**src/rtl/npc_pkg.sv**
```systemverilog
package npc_pkg;

    typedef enum logic [3:0] {
        OP_SEQ  = 4'd0,
        OP_BZ   = 4'd1,
        OP_BNZ  = 4'd2,
        OP_BNEG = 4'd3,
        OP_BNN  = 4'd4,
        OP_BNP  = 4'd5,
        OP_BPOS = 4'd6,
        OP_CALLR = 4'd7,
        OP_CALLA = 4'd8,
        OP_RETN = 4'd9
    } npc_op_e;

    localparam int unsigned LINK_IDX_W  = 5;
    localparam int unsigned LINK_REG_NO = 31;

endpackage

```
**src/rtl/npc_cond_eval.sv**
```systemverilog
module npc_cond_eval #(
    parameter int unsigned DATA_W = 32
) (
    input  npc_pkg::npc_op_e     op_i,
    input  logic [DATA_W-1:0]    val_i,
    output logic                 is_cond_o,
    output logic                 cond_hit_o
);
    import npc_pkg::*;

    logic sgn_neg;
    logic sgn_zero;
    logic sgn_pos;

    always_comb begin
        sgn_neg  = val_i[DATA_W-1];
        sgn_zero = (val_i == '0);
        sgn_pos  = !val_i[DATA_W-1] && (|val_i[DATA_W-2:0]);
    end

    // The three sign classes must partition every register value
    always_comb begin
        assert_sign_partition_R4: assert ((32'(sgn_neg) + 32'(sgn_zero) + 32'(sgn_pos)) == 32'd1)
            else $error("sign classes not exclusive");
    end

    always_comb begin
        is_cond_o  = 1'b1;
        cond_hit_o = 1'b0;
        unique case (op_i)
            OP_BZ:   cond_hit_o = sgn_zero;
            OP_BNZ:  cond_hit_o = !sgn_zero;
            OP_BNEG: cond_hit_o = sgn_neg;
            OP_BNN:  cond_hit_o = !sgn_neg;
            OP_BNP:  cond_hit_o = !sgn_pos;
            OP_BPOS: cond_hit_o = sgn_pos;
            default: begin
                is_cond_o  = 1'b0;
                cond_hit_o = 1'b0;
            end
        endcase
    end

endmodule

```
**src/rtl/npc_target_gen.sv**
```systemverilog
module npc_target_gen #(
    parameter int unsigned PC_W   = 18,
    parameter int unsigned IMM_W  = 16,
    parameter int unsigned DATA_W = 32
) (
    input  logic [PC_W-1:0]   pc_i,
    input  logic [IMM_W-1:0]  imm_i,
    input  logic [DATA_W-1:0] reg_val_i,
    output logic [PC_W-1:0]   seq_pc_o,
    output logic [PC_W-1:0]   rel_pc_o,
    output logic [PC_W-1:0]   abs_pc_o,
    output logic [PC_W-1:0]   reg_pc_o
);
    logic [PC_W-1:0] imm_sext;
    logic [PC_W-1:0] imm_zext;

    generate
        if (PC_W > IMM_W) begin : g_widen
            localparam int unsigned PAD_W = PC_W - IMM_W;
            always_comb begin
                imm_sext = {{PAD_W{imm_i[IMM_W-1]}}, imm_i};
                imm_zext = {{PAD_W{1'b0}}, imm_i};
            end
        end else begin : g_narrow
            always_comb begin
                imm_sext = imm_i[PC_W-1:0];
                imm_zext = imm_i[PC_W-1:0];
            end
        end
    endgenerate

    always_comb begin
        seq_pc_o = pc_i + {{(PC_W-1){1'b0}}, 1'b1};
        rel_pc_o = pc_i + imm_sext;
        abs_pc_o = imm_zext;
        reg_pc_o = reg_val_i[PC_W-1:0];
    end

endmodule

```
**src/rtl/npc_link_gen.sv**
```systemverilog
module npc_link_gen #(
    parameter int unsigned PC_W   = 18,
    parameter int unsigned DATA_W = 32
) (
    input  logic [PC_W-1:0]   seq_pc_i,
    output logic [DATA_W-1:0] link_val_o
);
    localparam int unsigned PAD_W = DATA_W - PC_W;

    generate
        if (PAD_W > 0) begin : g_pad
            always_comb link_val_o = {{PAD_W{1'b0}}, seq_pc_i};
        end else begin : g_nopad
            always_comb link_val_o = seq_pc_i[DATA_W-1:0];
        end
    endgenerate

endmodule

```
**src/rtl/branch_npc_unit.sv**
```systemverilog
module branch_npc_unit #(
    parameter int unsigned PC_W   = 18,
    parameter int unsigned DATA_W = 32,
    parameter int unsigned IMM_W  = 16
) (
    input  logic                            clk_i,
    input  logic                            rst_ni,
    input  logic                            valid_i,
    input  logic [3:0]                      op_i,
    input  logic [PC_W-1:0]                 pc_i,
    input  logic [DATA_W-1:0]               reg_val_i,
    input  logic [IMM_W-1:0]                imm_i,
    output logic [PC_W-1:0]                 npc_o,
    output logic                            taken_o,
    output logic                            link_we_o,
    output logic [npc_pkg::LINK_IDX_W-1:0]  link_idx_o,
    output logic [DATA_W-1:0]               link_data_o
);
    import npc_pkg::*;

    typedef struct packed {
        logic [PC_W-1:0]   npc;
        logic              taken;
        logic              link_we;
        logic [DATA_W-1:0] link_data;
    } npc_state_t;

    npc_state_t state_d, state_q;
    npc_op_e    op;

    logic              is_cond, cond_hit;
    logic [PC_W-1:0]   seq_pc, rel_pc, abs_pc, reg_pc;
    logic [DATA_W-1:0] link_val;

    always_comb op = npc_op_e'(op_i);

    npc_cond_eval #(.DATA_W(DATA_W)) u_cond (
        .op_i       (op),
        .val_i      (reg_val_i),
        .is_cond_o  (is_cond),
        .cond_hit_o (cond_hit)
    );

    npc_target_gen #(.PC_W(PC_W), .IMM_W(IMM_W), .DATA_W(DATA_W)) u_tgt (
        .pc_i      (pc_i),
        .imm_i     (imm_i),
        .reg_val_i (reg_val_i),
        .seq_pc_o  (seq_pc),
        .rel_pc_o  (rel_pc),
        .abs_pc_o  (abs_pc),
        .reg_pc_o  (reg_pc)
    );

    npc_link_gen #(.PC_W(PC_W), .DATA_W(DATA_W)) u_link (
        .seq_pc_i   (seq_pc),
        .link_val_o (link_val)
    );

    always_comb begin
        state_d           = state_q;
        state_d.taken     = 1'b0;
        state_d.link_we   = 1'b0;
        state_d.link_data = link_val;
        if (valid_i) begin
            state_d.npc = seq_pc;
            if (is_cond) begin
                if (cond_hit) begin
                    state_d.npc   = rel_pc;
                    state_d.taken = 1'b1;
                end
            end else begin
                case (op)
                    OP_CALLR: begin
                        state_d.npc     = rel_pc;
                        state_d.taken   = 1'b1;
                        state_d.link_we = 1'b1;
                    end
                    OP_CALLA: begin
                        state_d.npc     = abs_pc;
                        state_d.taken   = 1'b1;
                        state_d.link_we = 1'b1;
                    end
                    OP_RETN: begin
                        state_d.npc   = reg_pc;
                        state_d.taken = 1'b1;
                    end
                    default: ;
                endcase
            end
        end
    end

    always_ff @(posedge clk_i) begin
        if (!rst_ni) begin
            state_q <= '0;
        end else begin
            state_q <= state_d;
        end
    end

    always_comb begin
        npc_o       = state_q.npc;
        taken_o     = state_q.taken;
        link_we_o   = state_q.link_we;
        link_data_o = state_q.link_data;
        link_idx_o  = LINK_IDX_W'(LINK_REG_NO);
    end

    assert_seq_step_R2: assert property (@(posedge clk_i) disable iff (!rst_ni)
        (valid_i && op_i == 4'd0) |=> (!taken_o && npc_o == PC_W'($past(pc_i) + 1'b1)))
        else $error("sequential step wrong");

    assert_call_link_R7: assert property (@(posedge clk_i) disable iff (!rst_ni)
        (valid_i && (op_i == 4'd7 || op_i == 4'd8)) |=>
        (link_we_o && taken_o && link_data_o[PC_W-1:0] == PC_W'($past(pc_i) + 1'b1)))
        else $error("call link wrong");

    assert_ret_target_R9: assert property (@(posedge clk_i) disable iff (!rst_ni)
        (valid_i && op_i == 4'd9) |=>
        (taken_o && !link_we_o && npc_o == $past(reg_val_i[PC_W-1:0])))
        else $error("return target wrong");

    assert_idle_hold_R10: assert property (@(posedge clk_i) disable iff (!rst_ni)
        !valid_i |=> (!taken_o && !link_we_o && $stable(npc_o)))
        else $error("idle cycle changed state");

    assert_link_implies_taken_R7: assert property (@(posedge clk_i) disable iff (!rst_ni)
        link_we_o |-> taken_o)
        else $error("link write without redirect");

endmodule

```
**config.mk**
```make
export PLATFORM = sky130hd
export DESIGN_NAME = branch_npc_unit
export DESIGN_NICKNAME = d
export VERILOG_FILES = /design/src/rtl/npc_pkg.sv /design/src/rtl/npc_cond_eval.sv /design/src/rtl/npc_target_gen.sv /design/src/rtl/npc_link_gen.sv /design/src/rtl/branch_npc_unit.sv
export SDC_FILE = /design/constraint.sdc
export NUM_CORES = 1
export LEC_CHECK = 0
export BUFFER_PORTS_ARGS = -buffer_cell sky130_fd_sc_hd__buf_2
export CAP_MARGIN = 15
export CORE_ASPECT_RATIO = 0.8
export CORE_UTILIZATION = 50
export CTS_CLUSTER_DIAMETER = 30
export DETAILED_ROUTE_END_ITERATION = 10
export PLACE_DENSITY = 0.82
export SYNTH_ARGS = -nofsm -noshare
export SYNTH_HDL_FRONTEND = slang
export SYNTH_SLANG_ARGS = --single-unit
```
**constraint.sdc**
```tcl
create_clock -name clk_i -period 4 [get_ports clk_i]
set_input_delay 0.6 -clock clk_i [delete_from_list [all_inputs] [get_ports clk_i]]
set_output_delay 0.6 -clock clk_i [all_outputs]
set_load 0.01 [all_outputs]
```
==> results.json <==
{
  "vdd_drop_max_uv": 150,
  "cts_made_buffers": 5,
  "top_level_ports": 130,
  "post_cts_repair_timing_setup_buffer_count": 0,
  "htree_num_levels": 2,
  "synthXorXnorAreaFrac": 0.0746,
  "nets": 600,
  "post_place_instance_area_um2": 3780,
  "fp_rows": 26,
  "insertion_delay_ps": 290,
  "leading_area_contributor_after_synthesis": "dfxtp_1",
  "syn_area_um2": 3290,
  "worst_ep_arrival_time_ps": 3180,
  "critical_path_required_ps": 4200,
  "globalplace.congestion": 0.939,
  "yosys.area_share.simple": 0.257,
  "holdWs_ps": 488,
  "internal_power_uw": 750,
  "post_synth_edffs": 0,
  "via_per_inst": 5.90,
  "proportion_of_register_bits_with_asynchronous_set_or_reset_after_synthesis": 0,
  "normalized_max_slew_margin": 0.437,
  "startpoint_type": "primary input",
  "worstSetupPathType": "in2reg",
  "fp.dieH_um": 74.5,
  "switching_share": 0.330,
  "cp_max_fo": 17,
  "final.fill_count": 615,
  "main_combinational_cell_family_by_area_after_synthesis": "simple AND/OR/NAND/NOR gates",
  "drt-met1-wl_mm": 4.26,
  "vias": 3497,
  "critical_path.endpoint": "npc_o[14]",
  "synth_seq_area_share": 0.231,
  "setup_viol": 0,
  "drive_gt1_frac": 0.263,
  "initial_core_util": 0.516,
  "ys_dominant_reg_cell": "dfxtp_1",
  "netlist_instances": 411,
  "core_um2": 6380,
  "reg2reg_from": "npc_o[16]",
  "met2_wirelength_mm": 4.08,
  "die_width_um": 92.7,
  "pwr-share-comb": 0.334,
  "setup_tns_ps": 0,
  "tritoncts": "built",
  "synth_compound_area_frac": 0.222,
  "critical_path.slowest_cell": "nor4b_4",
  "groute.usage.overall": 0.268,
  "antenna_violating_nets_post_route": 0,
  "wl_met3_um": 732,
  "fmax_mhz": 336,
  "hold_viol": 0,
  "grt_pass1_vias": 3085,
  "yosysWarnings": 0,
  "detail_route.wirelength_mm": 9.25,
  "setup_repair_after_global_routing_missed_its_margin": "false",
  "critical-path-max-stage-delay_ps": 770,
  "total_switching_power_uw": 370,
  "slack_of_the_worst_reg_to_reg_path_ps": 2840,
  "path_cells": "buf_2 > or3b_1 > o21ai_1 > or3_1 > nor4b_4 > a221oi_1 > a22o_1",
  "grt_max_degree": 37,
  "clockRootBuffer": "clkbuf_8",
  "clk_path_buf_depth": 2,
  "number_of_antenna_violations_at_the_first_check_in_global_routing": 0,
  "adder_cell_fraction_of_synth_area": 0.0746,
  "yosys.cell_types.count": 70,
  "synthTopCellsByArea": "dfxtp_1 23%, ha_1 6.8%, o21ai_0 5.6%, buf_4 4.8%, mux2i_1 4.3%",
  "antenna_cells": 0,
  "post-dp-hpwl_mm": 7.10,
  "drt_iter0_markers": 239,
  "critical_path.n_buffers_inverters": 1,
  "drt_first_pass_iters": 5,
  "holdCritPathClass": "reg2reg",
  "yosys_register_bits": 38,
  "p_clk_frac": 0.294,
  "status": "finished, final reports clean",
  "fp.dieArea_um2": 6910,
  "p_seq_frac": 0.372,
  "critical_path.top_delay_family": "simple AND/OR/NAND/NOR gates",
  "holdBufCountCts": 0,
  "synth.most_common_cell": "dfxtp_1",
  "finalClockSkew_ps": 0,
  "stdcell_area_um2": 3890,
  "whs_path_depth": 1,
  "io_buffer_count": 110,
  "period_share": 0.744,
  "drv_slew": 0,
  "post-route-min-period_ps": 2980,
  "route.detailed.drc": 0,
  "maxUsedRoutingLayer": "met4",
  "powerDensity_nw_per_um2": 288,
  "worstSetupEndpointType": "flip-flop",
  "synth_top_area_share": 0.231,
  "post-place-ws_ps": 763,
  "p_leak_uw": 0.00179,
  "postLayoutSetupSlackWorst_ps": 1020,
  "endpoint_of_the_worst_register_to_register_path": "npc_o[16]",
  "rr_worst_depth": 3,
  "syn_avg_cell_area_um2": 8.00,
  "worstSetupPathDepth": 7,
  "cts-resized-gates": 0,
  "layout-area-overhead-vs-synth_pct": 18.2,
  "mux_cell_area_share_after_synthesis": 0.0495,
  "start_point_of_the_critical_path": "op_i[1]",
  "grt_overflow": 0,
  "cts.sinks": 38,
  "detailed_route_wire_length_per_cell_um": 15.6,
  "grt_first_pass_wirelength_mm": 14.5,
  "worst_setup_hold_path_clk_slew_ps": 80,
  "synth_commonest_cells": "38 x dfxtp_1, 37 x o21ai_0, 30 x nor2_1",
  "timing.max_cap.violations": 0,
  "worstMarginPinSlew_ps": 842
}
-- metal layers --
layer,track usage,up-vias
met5,0,-
met4,0.0889,0
met3,0.0491,19
met2,0.426,170
met1,0.371,1651
li1,-,1657
-- layout make-up --
type | count | area [um2] | area share
multi-input combinational | 337 | 2300 | 0.592
sequential | 38 | 761 | 0.196
timing repair buffer | 111 | 558 | 0.144
tap | 84 | 105 | 0.0270
clock buffer | 7 | 76.3 | 0.0196
inverter | 15 | 56.3 | 0.0145
clock inverter | 1 | 30.0 | 0.00773
-- power by group through the flow --
stage / combinational, uW / clock, uW / sequential, uW
4_1_cts: 369 / 332 / 416
3_5_place_dp: 366 / 0 / 425
3_3_place_gp: 358 / 0 / 425
6_report: 374 / 329 / 416
2_1_floorplan: 238 / 0 / 439
5_1_grt: 411 / 353 / 419
-- metrics by stage --
step,cells,utilization,power [uW]
floorplan,428,-,677
global placement,585,0.593,783
detailed placement,585,0.593,791
CTS,593,0.609,1120
global route,593,0.609,1180
finish,593,0.609,1120
-- sequential cells by signal, summed over array words and instances, names as in the netlist --
signal       count
taken_o          1
link_data_o     18
npc_o           18
link_we_o        1
-- layout by cell type (no fill, tap or decap), types with 7 or more instances in the layout --
cell      synthesis  layout
a221oi_1         10      10
xor2_1           13      13
mux2i_1          14      14
nor3_1            8       8
a21oi_1          17      17
nor2_1           30      30
conb_1            2      19
o21ai_0          37      37
dfxtp_1          38      38
buf_2             5     110
nand2_1          20      20
nand4_1           7       7
ha_1             18      18
xnor2_1          15      15
inv_1            15      15
nor2b_1          15      15
nand3_1          15      15
and2_1           11      11
-- how the worst min path moves through the flow --
stage | endpoint | slack, ps | from
detailed placement | npc_o[14] | 450 | npc_o[14]
global placement | npc_o[14] | 470 | npc_o[14]
CTS | npc_o[14] | 480 | npc_o[14]
finish | npc_o[14] | 490 | npc_o[14]
floorplan | npc_o[14] | 510 | npc_o[14]
global route | npc_o[14] | 490 | npc_o[14]
-- cell families after synthesis --
group	count (synthesis)
multiplexers	16
other	2
adder cells (fa/ha/maj)	19
AND/OR/NAND/NOR	144
buffers and inverters	53
AO/OA/AOI/OAI	111
XOR/XNOR	28
flip-flops	38
(Power assumes the default switching activity.)
